`config.mk`:
```
export PLATFORM = sky130hd
export DESIGN_NAME = guarded_wdog
export DESIGN_NICKNAME = d
export VERILOG_FILES = /design/src/rtl/wdog_pkg.sv /design/src/rtl/wdog_prescale.sv /design/src/rtl/wdog_count.sv /design/src/rtl/wdog_unlock.sv /design/src/rtl/guarded_wdog.sv
export SDC_FILE = /design/constraint.sdc
export NUM_CORES = 1
export LEC_CHECK = 0
export CELL_PAD_IN_SITES_DETAIL_PLACEMENT = 1
export CELL_PAD_IN_SITES_GLOBAL_PLACEMENT = 2
export CORE_ASPECT_RATIO = 0.9
export CORE_MARGIN = 5
export CORE_UTILIZATION = 31
export CTS_BUF_LIST = sky130_fd_sc_hd__clkbuf_8
export DETAILED_ROUTE_END_ITERATION = 16
export GPL_TIMING_DRIVEN = 0
export PLACE_DENSITY_LB_ADDON = 0.1
export SLEW_MARGIN = 20
export SYNTH_ARGS = -nofsm -noshare
export SYNTH_HDL_FRONTEND = slang
export SYNTH_HIERARCHICAL = 1
export SYNTH_SLANG_ARGS = --single-unit
```
`constraint.sdc`:
```
create_clock -name clk -period 3 [get_ports clk]
set_clock_uncertainty 0.2 [all_clocks]
set_input_delay 0.6 -clock clk [delete_from_list [all_inputs] [get_ports clk]]
set_output_delay 0.6 -clock clk [all_outputs]
set_load 0.1 [all_outputs]
```
`src/rtl/wdog_pkg.sv`:
```
// Package: shared constants and control layout of the guarded watchdog timer.
// Assumes a 32-bit data bus and byte addresses fitting in five bits.
package wdog_pkg;

    localparam int DIV_W = 8;

    // Byte offsets of the software-visible registers
    localparam int OFF_RELOAD = 'h00;
    localparam int OFF_COUNT  = 'h04;
    localparam int OFF_CTRL   = 'h08;
    localparam int OFF_TFLAG  = 'h0C;
    localparam int OFF_WFLAG  = 'h10;
    localparam int OFF_UNLOCK = 'h14;

    // Unlock words, first then second
    localparam logic [31:0] KEY_FIRST  = 32'h1234_5678;
    localparam logic [31:0] KEY_SECOND = 32'h8765_4321;

    // Control bit positions
    localparam int CB_RUN  = 0;
    localparam int CB_AUTO = 1;
    localparam int CB_IEN  = 2;
    localparam int CB_WDOG = 3;
    localparam int CB_DIV  = 8;

    typedef struct packed {
        logic [DIV_W-1:0] div;
        logic             wdog;
        logic             ien;
        logic             auto_rl;
        logic             run;
    } ctrl_t;

endpackage

```
`src/rtl/wdog_prescale.sv`:
```
// Module: clock divider producing a one-cycle tick every (div + 1) enabled clocks.
// Assumes: restart clears the phase so the first tick comes div + 1 clocks later.
module wdog_prescale #(
    parameter int DIV_W = 8
) (
    input  logic             clk,
    input  logic             rst_n,
    input  logic             en,
    input  logic             restart,
    input  logic [DIV_W-1:0] div,
    output logic             tick
);

    logic [DIV_W-1:0] phase_q;

    // Tick when the phase has reached the divider value
    assign tick = en && !restart && (phase_q >= div);

    // Advance the phase, wrapping on each tick
    always_ff @(posedge clk) begin
        if (!rst_n || !en || restart) begin
            phase_q <= '0;
        end else if (phase_q >= div) begin
            phase_q <= '0;
        end else begin
            phase_q <= phase_q + 1'b1;
        end
    end

    AST_TICK_NEEDS_PHASE: assert property (@(posedge clk) disable iff (!rst_n)
        (tick && div != '0) |-> $past(en) && !$past(restart)) else $error("tick without prior run");

endmodule

```
`src/rtl/wdog_count.sv`:
```
// Module: down-counter with immediate load, expiry pulse and optional reload at zero.
// Assumes: load has priority over a tick in the same cycle.
module wdog_count #(
    parameter int CNT_W = 32
) (
    input  logic             clk,
    input  logic             rst_n,
    input  logic             tick,
    input  logic             load_we,
    input  logic [CNT_W-1:0] load_data,
    input  logic             reload_en,
    input  logic [CNT_W-1:0] reload_val,
    output logic [CNT_W-1:0] count,
    output logic             expire
);

    localparam logic [CNT_W-1:0] ONE = CNT_W'(1);

    logic [CNT_W-1:0] cnt_q;

    assign count  = cnt_q;
    // Expiry is the tick that takes the count from one to zero
    assign expire = tick && !load_we && (cnt_q == ONE);

    // Update the count: load, reload at zero, or decrement
    always_ff @(posedge clk) begin
        if (!rst_n) begin
            cnt_q <= '0;
        end else if (load_we) begin
            cnt_q <= load_data;
        end else if (tick) begin
            if (cnt_q != '0) begin
                cnt_q <= cnt_q - ONE;
            end else if (reload_en) begin
                cnt_q <= reload_val;
            end
        end
    end

    AST_LOAD_COPY: assert property (@(posedge clk) disable iff (!rst_n)
        load_we |=> cnt_q == $past(load_data)) else $error("load not copied");
    AST_HOLD_IDLE: assert property (@(posedge clk) disable iff (!rst_n)
        (!tick && !load_we) |=> $stable(cnt_q)) else $error("count moved without tick");
    AST_EXPIRE_ZERO: assert property (@(posedge clk) disable iff (!rst_n)
        expire |=> cnt_q == '0) else $error("expiry did not reach zero");
    AST_RELOAD_AT_ZERO: assert property (@(posedge clk) disable iff (!rst_n)
        (tick && !load_we && cnt_q == '0 && reload_en) |=> cnt_q == $past(reload_val)) else $error("reload wrong");

endmodule

```
`src/rtl/wdog_unlock.sv`:
```
// Module: tracks the two-word sequence that releases watchdog mode.
// Assumes: at most one bus write per cycle; other_we marks writes to other offsets.
module wdog_unlock #(
    parameter int          DATA_W = 32,
    parameter logic [31:0] KEY_A  = 32'h1234_5678,
    parameter logic [31:0] KEY_B  = 32'h8765_4321
) (
    input  logic              clk,
    input  logic              rst_n,
    input  logic              dis_we,
    input  logic              other_we,
    input  logic [DATA_W-1:0] wdata,
    output logic              unlock
);

    logic armed_q;

    // Second word accepted only straight after the first
    assign unlock = dis_we && armed_q && (wdata == DATA_W'(KEY_B));

    // Arm on the first word, disarm on any other write
    always_ff @(posedge clk) begin
        if (!rst_n) begin
            armed_q <= 1'b0;
        end else if (dis_we) begin
            armed_q <= (wdata == DATA_W'(KEY_A));
        end else if (other_we) begin
            armed_q <= 1'b0;
        end
    end

    AST_UNLOCK_CONSUMES: assert property (@(posedge clk) disable iff (!rst_n)
        unlock |=> !armed_q) else $error("sequence left armed");
    AST_OTHER_DISARMS: assert property (@(posedge clk) disable iff (!rst_n)
        other_we |=> !unlock) else $error("unlock after foreign write");

endmodule

```
`src/rtl/guarded_wdog.sv`:
```
// Module: top of the dual-mode timer / watchdog with guarded mode release.
// Assumes: one bus write per cycle, combinational reads, DATA_W of at least 16.
module guarded_wdog #(
    parameter int ADDR_W = 5,
    parameter int DATA_W = 32
) (
    input  logic              clk,
    input  logic              rst_n,
    input  logic [ADDR_W-1:0] bus_addr,
    input  logic              bus_we,
    input  logic [DATA_W-1:0] bus_wdata,
    output logic [DATA_W-1:0] bus_rdata,
    output logic              irq,
    output logic              rst_req
);
    import wdog_pkg::*;

    localparam logic [ADDR_W-1:0] A_RELOAD = ADDR_W'(OFF_RELOAD);
    localparam logic [ADDR_W-1:0] A_COUNT  = ADDR_W'(OFF_COUNT);
    localparam logic [ADDR_W-1:0] A_CTRL   = ADDR_W'(OFF_CTRL);
    localparam logic [ADDR_W-1:0] A_TFLAG  = ADDR_W'(OFF_TFLAG);
    localparam logic [ADDR_W-1:0] A_WFLAG  = ADDR_W'(OFF_WFLAG);
    localparam logic [ADDR_W-1:0] A_UNLOCK = ADDR_W'(OFF_UNLOCK);

    ctrl_t             ctrl_q;
    logic              tflag_q, wflag_q;
    logic              we_reload, we_ctrl, we_tflag, we_wflag, we_unlock;
    logic              tick, expire, unlock;
    logic [DATA_W-1:0] reload_q, count;

    // Decode write strobes per register
    always_comb begin
        we_reload = bus_we && (bus_addr == A_RELOAD);
        we_ctrl   = bus_we && (bus_addr == A_CTRL);
        we_tflag  = bus_we && (bus_addr == A_TFLAG);
        we_wflag  = bus_we && (bus_addr == A_WFLAG);
        we_unlock = bus_we && (bus_addr == A_UNLOCK);
    end

    // Hold the reload value
    always_ff @(posedge clk) begin
        if (!rst_n) begin
            reload_q <= '0;
        end else if (we_reload) begin
            reload_q <= bus_wdata;
        end
    end

    // Control register; watchdog mode set by write, cleared only by unlock
    always_ff @(posedge clk) begin
        if (!rst_n) begin
            ctrl_q <= '0;
        end else if (we_ctrl) begin
            ctrl_q.div     <= bus_wdata[CB_DIV +: DIV_W];
            ctrl_q.ien     <= bus_wdata[CB_IEN];
            ctrl_q.auto_rl <= bus_wdata[CB_AUTO];
            ctrl_q.run     <= bus_wdata[CB_RUN];
            ctrl_q.wdog    <= ctrl_q.wdog | bus_wdata[CB_WDOG];
        end else if (unlock) begin
            ctrl_q.wdog    <= 1'b0;
        end
    end

    // Timer event flag: expiry sets, write-one clears, set wins
    always_ff @(posedge clk) begin
        if (!rst_n) begin
            tflag_q <= 1'b0;
        end else if (expire && !ctrl_q.wdog) begin
            tflag_q <= 1'b1;
        end else if (we_tflag && bus_wdata[0]) begin
            tflag_q <= 1'b0;
        end
    end

    // Watchdog reset flag: expiry sets, write-one clears, set wins
    always_ff @(posedge clk) begin
        if (!rst_n) begin
            wflag_q <= 1'b0;
        end else if (expire && ctrl_q.wdog) begin
            wflag_q <= 1'b1;
        end else if (we_wflag && bus_wdata[0]) begin
            wflag_q <= 1'b0;
        end
    end

    wdog_prescale #(.DIV_W(DIV_W)) u_prescale (
        .clk     (clk),
        .rst_n   (rst_n),
        .en      (ctrl_q.run),
        .restart (we_reload),
        .div     (ctrl_q.div),
        .tick    (tick)
    );

    wdog_count #(.CNT_W(DATA_W)) u_count (
        .clk        (clk),
        .rst_n      (rst_n),
        .tick       (tick),
        .load_we    (we_reload),
        .load_data  (bus_wdata),
        .reload_en  (ctrl_q.auto_rl && !ctrl_q.wdog),
        .reload_val (reload_q),
        .count      (count),
        .expire     (expire)
    );

    wdog_unlock #(.DATA_W(DATA_W), .KEY_A(KEY_FIRST), .KEY_B(KEY_SECOND)) u_unlock (
        .clk      (clk),
        .rst_n    (rst_n),
        .dis_we   (we_unlock),
        .other_we (bus_we && !we_unlock),
        .wdata    (bus_wdata),
        .unlock   (unlock)
    );

    // Read multiplexer
    always_comb begin
        bus_rdata = '0;
        unique case (bus_addr)
            A_RELOAD: bus_rdata = reload_q;
            A_COUNT:  bus_rdata = count;
            A_CTRL: begin
                bus_rdata[CB_DIV +: DIV_W] = ctrl_q.div;
                bus_rdata[CB_WDOG]         = ctrl_q.wdog;
                bus_rdata[CB_IEN]          = ctrl_q.ien;
                bus_rdata[CB_AUTO]         = ctrl_q.auto_rl;
                bus_rdata[CB_RUN]          = ctrl_q.run;
            end
            A_TFLAG:  bus_rdata[0] = tflag_q;
            A_WFLAG:  bus_rdata[0] = wflag_q;
            default:  bus_rdata = '0;
        endcase
    end

    assign irq     = tflag_q & ctrl_q.ien;
    assign rst_req = wflag_q;

    AST_TIMER_FLAG: assert property (@(posedge clk) disable iff (!rst_n)
        (expire && !ctrl_q.wdog) |=> tflag_q) else $error("timer flag missed");
    AST_WDOG_FLAG: assert property (@(posedge clk) disable iff (!rst_n)
        (expire && ctrl_q.wdog) |=> rst_req && $stable(tflag_q)) else $error("watchdog flag missed");
    AST_WDOG_STICKY: assert property (@(posedge clk) disable iff (!rst_n)
        (we_ctrl && ctrl_q.wdog) |=> ctrl_q.wdog) else $error("mode cleared by control write");
    AST_UNLOCK_ONLY: assert property (@(posedge clk) disable iff (!rst_n)
        $fell(ctrl_q.wdog) |-> (!$past(rst_n) || $past(we_unlock && bus_wdata == DATA_W'(KEY_SECOND))))
        else $error("mode left without unlock");
    AST_REQ_HELD: assert property (@(posedge clk) disable iff (!rst_n)
        (rst_req && !(we_wflag && bus_wdata[0])) |=> rst_req) else $error("request dropped");

endmodule

```
Word level (Yosys, flattened, before mapping)
Index checks and enable logic that the tools add are counted.
{ "totals": {"regBits": 87, "inputBits": 40, "output_inout_bits": 34} }
{ "classes": {"addsub": 2, "n_lt_le_gt_ge": 1, "n_eq_ne": 8, "mux": 17, "bitwise_logic": 2, "reduce_logical": 34} }
{ "op_table": {"columns": ["operator", "n"], "rows": [
  ["$mux W32", 4],
  ["$eq A32 B1 Y1 const B", 1],
  ["$eq A32 B29 Y1 const B", 1],
  ["$eq A32 B32 Y1 const B", 1],
  ["$pmux W16 S2", 1],
  ["$reduce_bool A32 Y1", 1],
  ["$sub A32 B1 Y32 const B", 1],
  ["$pmux W8 S3", 1],
  ["$logic_and A1 B1 Y1", 17],
  ["$eq A5 B4 Y1 const B", 2],
  ["$eq A5 B5 Y1 const B", 2],
  ["$reduce_bool A2 Y1", 5],
  ["$pmux W3 S3", 1],
  ["$add A8 B1 Y8 const B", 1],
  ["$ge A8 B8 Y1", 1],
  ["$mux W1", 8],
  ["$pmux W4 S2", 1],
  ["$eq A5 B3 Y1 const B", 1],
  ["$logic_not A1 Y1", 5],
  ["$logic_not A5 Y1", 1],
  ["$pmux W1 S5", 1],
  ["$reduce_bool A3 Y1", 1],
  ["$logic_or A1 B1 Y1", 2],
  ["$reduce_and A2 Y1", 1],
  ["3 further kinds", 3]
]} }

Depth between registers and ports, before layout
Gate-level depths: netlist (run 1).
{ "logic_depth": {"depth_word": 9, "ltp_mapped": 13, "depth_no_buf": 11} }

By module
The synthesis (run 1) kept the hierarchy.
{ "by_module_without_submodules": {"columns": ["module", "instances", "cells_each", "area_each_um2", "seq_area_each_um2"], "rows": [
  ["guarded_wdog", 1, 258, 2372.3, 920.9],
  ["wdog_count", 1, 304, 2341.0, 640.6],
  ["wdog_prescale", 1, 61, 520.5, 160.2],
  ["wdog_unlock", 1, 21, 188.9, 20.0]
]} }

Worst setup path after synthesis (run 1)
OpenSTA, ideal clock, no wires.
{ "synth_timing": {"kind": "input port to output port", "start": "input bus_addr[1]", "end": "output bus_rdata[10]", "t_arrival_ps": 2126, "required_ps": 2200, "slack_ps": 74, "stages": 4, "path_buffers": 1, "path_cell_list": "or3_4 -> nor3_4 -> buf_6 -> a221o_1"} }
{ "synth_between": {"elab_chain_len": 2} }
{ "synth_lines": {"columns": ["element", "line", "rtl"], "rows": [
  ["start: declaration", "guarded_wdog.sv:9", "input logic [ADDR_W-1:0] bus_addr,"],
  ["$eq A5 B4 Y1, or another cell as far along", "guarded_wdog.sv:119", "unique case (bus_addr)"],
  ["$pmux W8 S3 *", "guarded_wdog.sv:119", null],
  ["end: declaration", "guarded_wdog.sv:12", "output logic [DATA_W-1:0] bus_rdata,"]
]} }
Every way passes the cells marked *; elsewhere a longest branch is shown, timed or not.

Worst setup path after layout (run 1)
{ "layout_timing": {"start": "register u_count.cnt_q[21], in the netlist u_count/count[21]", "end": "register u_count.cnt_q[4], in the netlist u_count/count[4]"} }
{ "layout_between": {"elab_chain_len": 4} }
{ "layout_lines": {"columns": ["element", "line", "rtl"], "rows": [
  ["start: declaration", "wdog_count.sv:19", "logic [CNT_W-1:0] cnt_q;"],
  ["start signal: assignment", "wdog_count.sv:30", "cnt_q <= load_data;"],
  ["start signal: assignment", "wdog_count.sv:33", "cnt_q <= cnt_q - ONE;"],
  ["start signal: assignment", "wdog_count.sv:35", "cnt_q <= reload_val;"],
  ["$reduce_bool A32 Y1 *", "wdog_count.sv:32", "if (cnt_q != '0) begin"],
  ["$mux W32", "wdog_count.sv:32", null],
  ["$mux W32", "wdog_count.sv:31", "end else if (tick) begin"],
  ["$mux W32", "wdog_count.sv:29", "end else if (load_we) begin"]
]} }
Every way passes the cells marked *; elsewhere a longest branch is shown, timed or not. The select of a mux whose other input is x is not followed.
A chain may end at the register's enable or synchronous reset.

==> summary.txt, run 1 <==
Setup path
  • Setup CP Type: register to register
  • CP cell instances: or4_4 -> or4_4 -> nor4_4 -> nand3_2 -> o221a_2
  • CP required: approximately 3 ns
  • CP bufs+invs: 0
  • Worst setup EP type: register
  • CP max-delay cell: or4_4
  • Setup crit start kind: register
  • CP top delay family: simple AND/OR/NAND/NOR gates
  • Flop2flop setup slack: 0.06 ns
  • Arrival @ worst endpoint: a little over 3 ns
  • Crit-path most repeated cell: or4_4
  • CP max stage delay: roughly 0.62 ns
  • Worst-path fanout max: 9

Logic synthesis
  • #FFs+latches synth: 87
  • Compound-Gate Fraction of Synth Area: 20.9%
  • Seq/Total Area, Yosys: approximately 32%
  • Yosys Warn Count: 6
  • Simple-Gate Fraction of Synth Area: around a quarter
  • Post-synth top area cell: dfxtp_1
  • Largest family of logic cells by synthesized area: simple AND/OR/NAND/NOR gates
  • Syn nets: around 700
  • Adder-Cell Fraction of Synth Area: 2.54%
  • Post-synthesis xor/xnor area fraction: approximately 3.2%
  • Number of synthesized flops with an enable pin: 0
  • Top cells by area, synth: dfxtp_1 (32%), mux2i_1 (9.0%), nand2_1 (7.6%)
  • Cells after Synth: 644
  • Top FF cell, synth: dfxtp_1
  • Syn avg cell area: 8.42 sq um
  • Mux cell area share after synthesis: about a tenth
  • Yosys top cell area share: 32.1%
  • Area of the mapped netlist: approximately 5400 sq um
  • Ys async rst share: 0%
  • Yosys cell types: 78

Timing
  • # setup viols final: 0
  • Peak Freq: about 0.34 GHz
  • Final Hold Fails: 0
  • Hold WS: 0.287 ns
  • Post-route setup slack: around 0.056 ns
  • Slew Limit Headroom: a little over a third
  • Tightest Pin Transition: roughly 1 ns
  • Crit path time final: 2.94 ns
  • Setup TNS: 0 ns
  • Final Cycle Share: a little over nine tenths
  • Max-slew violations: 0
  • Unrepaired setup endpoints after global routing: true

Global routing
  • GRT Max-Usage Layer: met2
  • GRT Overall Usage: about a quarter
  • GRT met3 Usage: roughly 6.2%
  • GRT Residual Overflow: 0
  • Vias in the first global route: 5705
  • Met1 Use GR: around a third
  • Met2 usage: between 30% and 40%
  • Largest net degree at the start of global routing: 15
  • First-pass GRT wire length: 36.4 mm
  • Initial antenna violation count: 0

Layout
  • Final Cell Area: ~7000 sq um
  • Fin nets: around 790
  • Fillers: 2027
  • Area Overhead vs Synth: 31.7%
  • Ant diodes: 0
  • Layout cell share with drive strength beyond 1: 18.9%

Flow run
  • Maxcap violations: 0

Power and ir drop
  • Psw: 0.893 mW
  • Sw Ratio: roughly 30%
  • Clk pwr share: roughly 39%
  • Comb pwr share: around a fifth
  • Total power: 2.98 mW
  • P per Cell Area: about 420 nW/um^2
  • Leak: about 3 nW
  • Flop pwr share: between 30% and 40%
  • Internal power: roughly 2.1 mW
  • Max VDD drop: 234 uV

Clock network
  • Clk_lat worst skew: approximately 0.39 ns
  • Sink Count: 87
  • Root Driver: clkbuf_8
  • Clock slew at reported path FFs: approximately 0.10 ns
  • CTS tree: yes
  • CTS buffer count: 9
  • Hold_buf cts: 0
  • Bufs on Longest Clock Path: 2
  • H-tree Lvls: 3

Floorplanning
  • Die width: around 150 um
  • # IOs: 74
  • Site Rows: 45
  • Initial Utilization: 31.9%
  • Die Ht: 135 um
  • Core area: roughly 17000 sq um
  • Die area: 20200 sq um

Drt
  • DR pass1 iterations: 5
  • Routed length per instance: roughly 25 um
  • Post-Route WL: 24.3 mm
  • Vias post-DR: between 5000 and 6000
  • Via density: between 5 and 6
  • Detailed router's first-iteration violation count: 445
  • Post-route DRC: 0
  • Post-route ant nets: 0

Placement
  • Post-Place Cell Area: around 6400 sq um
  • Setup WS pre-CTS: -1.69 ns
  • Port bufs: 73
  • Final HPWL DP: about 18 mm
  • RePlAce Congestion: 0.887

Worst hold path
  • Hold crit path type: register to register

Outcome
  • Status: finished clean
## placed cells by master, fill, tap and decap left out, types with 4 or more instances in the layout
cell and instances:
a22o_1 18, a21oi_1 22, nand4_1 13, nor3_1 15, mux2i_1 49, buf_4 15
nand2_1 109, xor2_1 8, inv_1 15, buf_2 6, nor3_4 4, nor4_4 4
nor2_1 36, nand3_1 11, a31oi_1 7, nor4_2 4, clkbuf_1 16, buf_12 9
clkbuf_8 11, clkdlybuf4s50_1 35, o21ai_0 20, ha_1 11, o31ai_1 7, or4_4 5
or4_1 6, o211ai_1 8, a211oi_1 6, nand3b_1 5, nand4b_1 4, xnor2_1 12
dfxtp_1 87, and3_1 16, o211a_1 9, bufinv_16 4, a221o_1 15, clkbuf_2 9
buf_6 30
## Yosys cell counts (all sizes together) (3+ instances only)
cell type,count
a211o,3
a211oi,7
a21oi,23
a221o,16
a22o,21
a31o,3
a31oi,7
and2,4
and3,17
buf,13
clkbuf,28
dfxtp,87
ha,11
inv,16
mux2i,49
nand2,111
nand3,12
nand3b,5
nand4,13
nand4b,4
nor2,37
nor2b,5
nor3,19
nor3b,4
nor4,11
nor4b,5
o211a,9
o211ai,8
o21ai,22
o221a,3
o311ai,3
o31ai,7
or4,11
xnor2,12
xor2,8
## logic make-up (layout without fill, tap and decap cells)
group,Yosys count,after routing
adder cells (fa/ha/maj),11,11
XOR/XNOR,20,20
multiplexers,51,51
flip-flops,87,87
AND/OR/NAND/NOR,269,269
AO/OA/AOI/OAI,149,149
buffers and inverters,57,159
## final timing paths
kind                                                     start                       endpoint  cells past startpoint
worst min-delay path                    ctrl_q[7]$_SDFFE_PN0P_         ctrl_q[7]$_SDFFE_PN0P_                      2
worst max-delay path            u_count/count[21]$_SDFFE_PN0P_  u_count/count[4]$_SDFFE_PN0P_                      5
worst min register to register          ctrl_q[7]$_SDFFE_PN0P_         ctrl_q[7]$_SDFFE_PN0P_                      2
worst max register to register  u_count/count[21]$_SDFFE_PN0P_  u_count/count[4]$_SDFFE_PN0P_                      5
## what timing repair did
item / 4_1_cts / 5_1_grt
setup endpoints to repair: 67 / 56
pin swaps: 9 / 6
endpoints found under the hold margin: 0 / 0
setup buffers: 10 / 3
resized for setup: 286 / 26
## routing by layer
metal  routed length [um]  vias up
li1                     -     2594
met4                  298        0
met5                    0        -
met1                11800     2835
met3                 1720       23
met2                10600      178
## layout make-up
cell class	count	area [sq um]	area share [%]
multi-input combinational	500	3570	50.0
sequential	87	1740	24.4
timing repair buffer	86	931	13.0
tap	235	294	4.12
buffer	41	263	3.68
clock buffer	11	151	2.12
clock inverter	5	128	1.79
inverter	16	62.6	0.876
## power groups by stage
stage	Sequential (mW)	Clock (mW)	Combinational (mW)
finish	1.18	1.17	0.630
global route	1.19	1.24	0.660
floorplan	1.20	0	0.319
detailed placement	1.21	0	0.552
global placement	1.21	0	0.545
CTS	1.18	1.20	0.597
## registers in the layout, indices dropped and copies added (netlist names)
register and count:
rst_req 1, u_count/count 32, u_prescale/phase_q 8, u_unlock/armed_q 1, reload_q 32, tflag_q 1
ctrl_q 12
## worst min-delay path: stages, from the launching register on
cell and delay, ns:
dfxtp_1 0.34, nand2_1 0.06, mux2i_1 0.05
## stage by stage
stage	util (%)	std cells
after floorplan	-	644
after CTS	41.5	978
after global routing	42.0	981
final	42.0	981
after detailed placement	37.9	952
after global placement	37.9	952
(Power assumes the default switching activity.)
==> inputs of run 2 (changes only) <==
--- a/config.mk
+++ b/config.mk
@@ -5,15 +5,17 @@
 export SDC_FILE = /design/constraint.sdc
 export NUM_CORES = 1
 export LEC_CHECK = 0
+export CAP_MARGIN = 20
 export CELL_PAD_IN_SITES_DETAIL_PLACEMENT = 1
 export CELL_PAD_IN_SITES_GLOBAL_PLACEMENT = 2
 export CORE_ASPECT_RATIO = 0.9
 export CORE_MARGIN = 5
-export CORE_UTILIZATION = 31
+export CORE_UTILIZATION = 36
 export CTS_BUF_LIST = sky130_fd_sc_hd__clkbuf_8
 export DETAILED_ROUTE_END_ITERATION = 16
+export DONT_BUFFER_PORTS = 1
 export GPL_TIMING_DRIVEN = 0
-export PLACE_DENSITY_LB_ADDON = 0.1
+export PLACE_DENSITY = 0.77
 export SLEW_MARGIN = 20
 export SYNTH_ARGS = -nofsm -noshare
 export SYNTH_HDL_FRONTEND = slang
==> run 2 against run 1 <==
Setup slack lost 0.033 ns. Sequential share of layout area up 3.8 points. Non-clock buffer count fell by 73. Fmax is 1.1% lower. Highest routed layer unchanged. Largest cell class unchanged. Clock power decreased by 14%. Final cell count fell by 11%.
==> summary.txt, run 2 (synthesis results as in run 1) <==
Placement
  • RePlAce Congestion: 0.942 (+6.1%)
  • Port bufs: 0 (-100%)
  • Setup WS pre-CTS: -0.961 ns (+0.724 ns)
  • Final HPWL DP: 16.8 mm (-5.9%)

Clock network
  • CTS buffer count: 9 (unchanged)
  • Root Driver: clkbuf_8
  • CTS tree: yes
  • Hold_buf cts: 0 (unchanged)
  • Clock slew at reported path FFs: 0.10 ns (about the same)
  • Clk_lat worst skew: 0.39 ns (about the same)
  • Bufs on Longest Clock Path: 2 (unchanged)
  • Sink Count: 87 (unchanged)
  • H-tree Lvls: 3 (unchanged)

Layout
  • Commonest cells after routing, fill and taps aside: nand2_1 (109), dfxtp_1 (86), mux2i_1 (49)
  • Layout Utilization: 41.9% (-0.10 points)
  • Most common cell after layout, fill and taps aside: nand2_1
  • Fin nets: 719 (-9.2%)
  • Layout cell share with drive strength beyond 1: 19.5% (+0.59 points)
  • Ant diodes: 0 (unchanged)
  • Area Overhead vs Synth: 14.1%

Timing
  • Post-route setup slack: 0.0234 ns (-0.0325 ns)
  • Slew Limit Headroom: 35.4% (+0.39 points)
  • # setup viols final: 0 (unchanged)
  • Tightest Pin Transition: 0.975 ns (+0.00391 ns)
  • Peak Freq: 0.336 GHz (-1.1%)
  • Crit path time final: 2.98 ns (+0.0325 ns)
  • Max-slew violations: 0 (unchanged)
  • Unrepaired setup endpoints after global routing: true
  • Setup TNS: 0 ns (unchanged)
  • Final Cycle Share: 99.2% (+1.1 points)
  • Final Hold Fails: 0 (unchanged)

Global routing
  • Largest net degree at the start of global routing: 15 (unchanged)
  • Initial antenna violation count: 0 (unchanged)
  • GRT Residual Overflow: 0 (unchanged)
  • Vias in the first global route: 5481 (-3.9%)
  • First-pass GRT wire length: 34.2 mm (-5.8%)
  • GRT Overall Usage: 25.4% (+1.4 points)

Setup path
  • CP top delay family: simple AND/OR/NAND/NOR gates
  • CP bufs+invs: 1 (+1)
  • CP max-delay cell: or4_1
  • CP cell instances: inv_1 -> ha_1 -> nand2_1 -> o21ai_2 -> a21oi_2 -> nor3b_2 -> nor2b_4 -> nand2_2 -> or4_1 -> o21a_1 -> nand4_1
  • Setup CP Type: register to register
  • CP required: 3.13 ns (+0.05 ns)
  • CP max stage delay: 0.55 ns (-0.07 ns)
  • Arrival @ worst endpoint: 3.11 ns (+0.09 ns)
  • Worst setup EP type: register
  • Worst-path fanout max: 10 (+1)
  • Setup crit start kind: register

Floorplanning
  • Initial Utilization: 36.7% (+4.8 points)
  • Site Rows: 42 (-6.7%)
  • # IOs: 74 (unchanged)
  • Die Ht: 126 um (-6.7%)
  • Die width: 139 um (-6.7%)
  • Die area: 17600 sq um (-13%)
  • Core area: 14800 sq um (-13%)

Power and ir drop
  • Total power: 2.73 mW (-8.2%)
  • Max VDD drop: 246 uV (+5.3%)
  • P per Cell Area: 442 nW/um^2 (+5.9%)
  • Leak: 2.56 nW (-15%)

Worst hold path
  • Hold crit path type: input pin to register

Drt
  • Post-route ant nets: 0 (unchanged)
  • Post-Route WL: 23.0 mm (-5.7%)
  • Vias post-DR: 5493 (-2.4%)
  • Detailed router's first-iteration violation count: 525 (+18%)
  • Via density: 6.31 (+10%)
  • DR pass1 iterations: 5 (unchanged)
  • Routed length per instance: 26.4 um (+6.3%)
  • Post-route DRC: 0 (unchanged)

Flow run
  • Maxcap violations: 0 (unchanged)

Outcome
  • Status: finished clean
run 2: changes by cell type in the layout (fill, tap and decap cells not counted), sizes merged:
cell           delta
dlygate4sd2       -1
buf              -34
dlymetal6s2s      -1
clkdlybuf4s50    -35
clkinvlp          +1
clkinv            +1
clkbuf            -3
clkdlybuf4s15     -1
bufinv            -1
run 2: report_power, final:
group,switching (mW),internal (mW)
clock network,0.467,0.547
logic,0.340,0.197
registers,0.0180,1.17
total,0.825,1.91
run 2: per-stage QoR:
step           instance area, sq um  cells  hold WS (ns)
2_1_floorplan                  5420    644         0.226
3_3_place_gp                   5670    842         0.244
3_5_place_dp                   5670    842         0.250
4_1_cts                        6100    864         0.115
5_1_grt                        6190    870         0.133
6_report                       6190    870         0.136
run 2: final cells by class:
class                           instances  area [sq um]
Timing Repair Buffer                   13          97.6
Buffer                                 41           240
Fill cell                            1761          8580
Clock inverter                          6           110
Multi-Input combinational cell        500          3570
Tap cell                              198           248
Inverter                               16          60.1
Clock buffer                            9           124
Sequential cell                        87          1740
run 2: path summary, 6_finish.rpt:
kind	from	depth (start not counted)	end	slack (ns)
worst max-delay path	ctrl_q[6]$_SDFFE_PN0P_	11	u_count/count[31]$_SDFFE_PN0P_	0.02
worst min-delay path	bus_wdata[2]	2	u_count/count[2]$_SDFFE_PN0P_	0.14
worst max register to register	ctrl_q[6]$_SDFFE_PN0P_	11	u_count/count[31]$_SDFFE_PN0P_	0.02
worst min register to register	u_prescale/phase_q[0]$_SDFF_PP0_	1	u_prescale/phase_q[0]$_SDFF_PP0_	0.27
run 2: per-layer routing:
layer | wire (um) | track usage, % | part of all wire (%) | vias up
li1 | - | - | - | 2442
met4 | 774 | 9.21 | 3.4 | 0
met5 | 0 | 0 | 0 | -
met3 | 2100 | 7.53 | 9.2 | 51
met1 | 9890 | 33.6 | 43 | 2765
met2 | 10200 | 39.3 | 44 | 235
run 2: timing repair:
| action | 4_1_cts | 5_1_grt |
|---|---|---|
| setup buffers | 7 | 6 |
| setup endpoints to repair | 65 | 30 |
| endpoints found under the hold margin | 0 | 0 |
| resized for setup | 57 | 18 |
| pin swaps | 3 | 4 |
==> inputs of run 3 (changes only) <==
--- a/config.mk
+++ b/config.mk
@@ -10,12 +10,13 @@
 export CELL_PAD_IN_SITES_GLOBAL_PLACEMENT = 2
 export CORE_ASPECT_RATIO = 0.9
 export CORE_MARGIN = 5
-export CORE_UTILIZATION = 36
+export CORE_UTILIZATION = 40
 export CTS_BUF_LIST = sky130_fd_sc_hd__clkbuf_8
 export DETAILED_ROUTE_END_ITERATION = 16
 export DONT_BUFFER_PORTS = 1
 export GPL_TIMING_DRIVEN = 0
-export PLACE_DENSITY = 0.77
+export PLACE_DENSITY = 0.81
+export RECOVER_POWER = 100
 export SLEW_MARGIN = 20
 export SYNTH_ARGS = -nofsm -noshare
 export SYNTH_HDL_FRONTEND = slang
==> constraint.sdc (replaced) <==
create_clock -name clk -period 2.85 [get_ports clk]
set_clock_uncertainty 0.2 [all_clocks]
set_input_delay 0.57 -clock clk [delete_from_list [all_inputs] [get_ports clk]]
set_output_delay 0.57 -clock clk [all_outputs]
set_load 0.1 [all_outputs]
==> run 3 against run 2 <==
Die area shrank 9.3%. Register-to-register slack lost 0.02 ns. Setup slack lost 0.020 ns. Core utilization grew 4.6 points. Non-clock buffer count grew 4. Routed wire length shrank 2.5%. Power shrank 2.7%. Via count shrank 0.56%. Flip-flop and latch count is the same. Final cell count shrank 2.9%. Sequential power grew 5%. Critical path type unchanged. Largest cell class unchanged.
==> summary.txt, run 3 (synthesis results as in run 1) <==
Global routing
  • GRT Overall Usage: 28.0% (+2.6 points)
  • Initial antenna violation count: 0 (unchanged)
  • Vias in the first global route: 5613 (+2.4%)
  • Largest net degree at the start of global routing: 15 (unchanged)
  • GRT Residual Overflow: 0 (unchanged)
  • First-pass GRT wire length: 34.1 mm (-0.54%)

Drt
  • Post-route ant nets: 0 (unchanged)
  • Post-Route WL: 22.4 mm (-2.5%)
  • Detailed router's first-iteration violation count: 368 (-30%)
  • Routed length per instance: 26.5 um (+0.38%)
  • Vias post-DR: 5462 (-0.56%)
  • Via density: 6.46 (+2.4%)
  • DR pass1 iterations: 5 (unchanged)
  • Post-route DRC: 0 (unchanged)

Layout
  • Fin nets: 723 (+0.56%)
  • Commonest cells after routing, fill and taps aside: nand2_1 (109), dfxtp_1 (81), mux2i_1 (49)
  • Most common cell after layout, fill and taps aside: nand2_1
  • Final Cell Area: 6190 sq um (about the same)
  • Fin cells: 845 (-2.9%)
  • Layout Utilization: 46.5% (+4.6 points)
  • Layout cell share with drive strength beyond 1: 21.7% (+2.2 points)
  • Area Overhead vs Synth: 14.1% (about the same)
  • Register area: 1750 sq um (+0.65%)
  • Ant diodes: 0 (unchanged)
  • Fillers: 1597 (-9.3%)
  • Area of the multi-input gates: 3610 sq um (+1.1%)

Placement
  • RePlAce Congestion: 0.911 (-3.3%)
  • Port bufs: 0 (unchanged)
  • Final HPWL DP: 16.5 mm (-1.7%)
  • Post-Place Cell Area: 5670 sq um (unchanged)
  • Placed instance count: 812 (-3.6%)
  • Setup WS pre-CTS: -0.999 ns (-0.0372 ns)

Setup path
  • Reg-to-Reg End: u_count/count[4]$_SDFFE_PN0P_
  • Setup CP Type: register to register
  • Flop2flop setup slack: 0.003 ns (-0.02 ns)
  • CP max stage delay: 0.59 ns (+0.04 ns)
  • Arrival @ worst endpoint: 2.92 ns (-0.19 ns)
  • CP max-delay cell: or4_4
  • CP required: 2.93 ns (-0.20 ns)
  • Setup crit start kind: register
  • Worst-path fanout max: 8 (-2)
  • FF-to-FF Start: u_count/count[22]$_SDFFE_PN0P_
  • CP bufs+invs: 0 (-1)
  • Worst setup EP type: register
  • Crit-path most repeated cell: or4_4
  • Worst Setup SP: u_count/count[22]$_SDFFE_PN0P_
  • Number of cells on the critical path: 5 (-6)
  • CP Capture Point: u_count/count[4]$_SDFFE_PN0P_
  • CP cell instances: or4_4 -> or4_4 -> nor4_4 -> nand3_2 -> o221a_2
  • CP top delay family: simple AND/OR/NAND/NOR gates
  • Worst reg-to-reg path cell count: 5 (-6)

Flow run
  • Maxcap violations: 0 (unchanged)

Timing
  • Unrepaired setup endpoints after global routing: true
  • Hold WS: 0.105 ns (-0.0308 ns)
  • Final Cycle Share: 99.9% (+0.66 points)
  • Tightest Pin Transition: 0.968 ns (-0.00775 ns)
  • Max-slew violations: 0 (unchanged)
  • Setup TNS: 0 ns (unchanged)
  • Slew Limit Headroom: 35.9% (+0.51 points)
  • Crit path time final: 2.85 ns (-0.130 ns)
  • Final Hold Fails: 0 (unchanged)
  • # setup viols final: 0 (unchanged)
  • Post-route setup slack: 0.00344 ns (-0.0200 ns)
  • Peak Freq: 0.351 GHz (+4.6%)

Clock network
  • Bufs on Longest Clock Path: 2 (unchanged)
  • H-tree Lvls: 3 (unchanged)
  • Hold_buf cts: 0 (unchanged)
  • Clock slew at reported path FFs: 0.10 ns (about the same)
  • Sink Count: 87 (unchanged)
  • Root Driver: clkbuf_8
  • CTS tree: yes
  • CTS buffer count: 9 (unchanged)
  • Clk_lat worst skew: 0.39 ns (about the same)

Worst hold path
  • Hold crit path type: input pin to register

Power and ir drop
  • Max VDD drop: 250 uV (+1.6%)
  • Psw: 0.856 mW (+3.7%)
  • Sw Ratio: 32.2% (+2.0 points)
  • Comb pwr share: 22.0% (+2.3 points)
  • Leak: 2.59 nW (+1.1%)
  • Internal power: 1.81 mW (-5.5%)
  • Flop pwr share: 46.8% (+3.5 points)
  • P per Cell Area: 430 nW/um^2 (-2.7%)
  • Clk pwr share: 31.2% (-5.9 points)
  • Total power: 2.66 mW (-2.7%)

Floorplanning
  • Die width: 133 um (-4.8%)
  • Die area: 16000 sq um (-9.3%)
  • Die Ht: 120 um (-4.7%)
  • Initial Utilization: 40.7% (+4.0 points)
  • # IOs: 74 (unchanged)
  • Site Rows: 40 (-4.8%)
  • Core area: 13300 sq um (-9.8%)

Outcome
  • Status: finished clean
## run 3: cell count changes in the layout (fill, tap and decap cells not counted), moves of 2 or more
cell	before	now
buf_4	17	22
dfxtp_1	86	81
bufinv_16	3	0
dfxtp_2	1	4
clkbuf_1	21	19
dfxtp_4	0	2
inv_1	15	17
nor3_1	14	12
or4_1	6	4
or4_4	5	7
## run 3: per-layer routing
layer  global-route usage (%)  vias to the layer above  part of all wire (%)
li1                         -                     2452                     -
met2                     43.0                      226                    44
met3                     9.65                       35                   9.2
met5                        0                        -                     0
met1                     37.5                     2749                    45
met4                     7.73                        0                   2.3
## run 3: worst min path at each step
stage          slack (ns)                              from                                to  cells past startpoint
6_report             0.11                     bus_wdata[21]         reload_q[21]$_SDFFE_PN0P_                      2
5_1_grt               0.1                      bus_wdata[1]     u_count/count[1]$_SDFFE_PN0P_                      1
3_5_place_dp         0.25  u_prescale/phase_q[0]$_SDFF_PP0_  u_prescale/phase_q[0]$_SDFF_PP0_                      1
3_3_place_gp         0.24  u_prescale/phase_q[0]$_SDFF_PP0_  u_prescale/phase_q[0]$_SDFF_PP0_                      1
2_1_floorplan        0.23  u_prescale/phase_q[0]$_SDFF_PP0_  u_prescale/phase_q[0]$_SDFF_PP0_                      1
4_1_cts              0.09                     bus_wdata[31]    u_count/count[31]$_SDFFE_PN0P_                      2
## run 3: power groups by stage
stage,Sequential [mW],Combinational [mW],Clock (mW)
floorplan,1.27,0.335,0
global placement,1.27,0.473,0
detailed placement,1.27,0.477,0
CTS,1.25,0.535,0.848
global route,1.25,0.618,0.894
finish,1.24,0.586,0.830
## run 3: repair_timing
| action | in CTS | in global routing |
|---|---|---|
| buffers inserted | 10 | 7 |
| gates resized for setup | 31 | 41 |
| cloned | 0 | 0 |
| endpoints found under the setup margin | 35 | 33 |
| pin swaps | 6 | 14 |
## run 3: worst reg2reg max path: stages, from the launching register on
cell and delay [ns]:
dfxtp_4 0.39, or4_4 0.59, or4_4 0.48, nor4_4 0.40, nand3_2 0.31, o221a_2 0.36
## run 3: final cells by class
type                    instances  share of cell area [%]
clock buffers                  11                    2.45
flip-flops and latches         87                    28.4
well taps                     168                    3.40
inverters                      16                   0.971
plain buffers                  41                    4.08
clock inverters                 5                   0.404
repair buffers                 17                    2.06
multi-input cells             500                    58.3
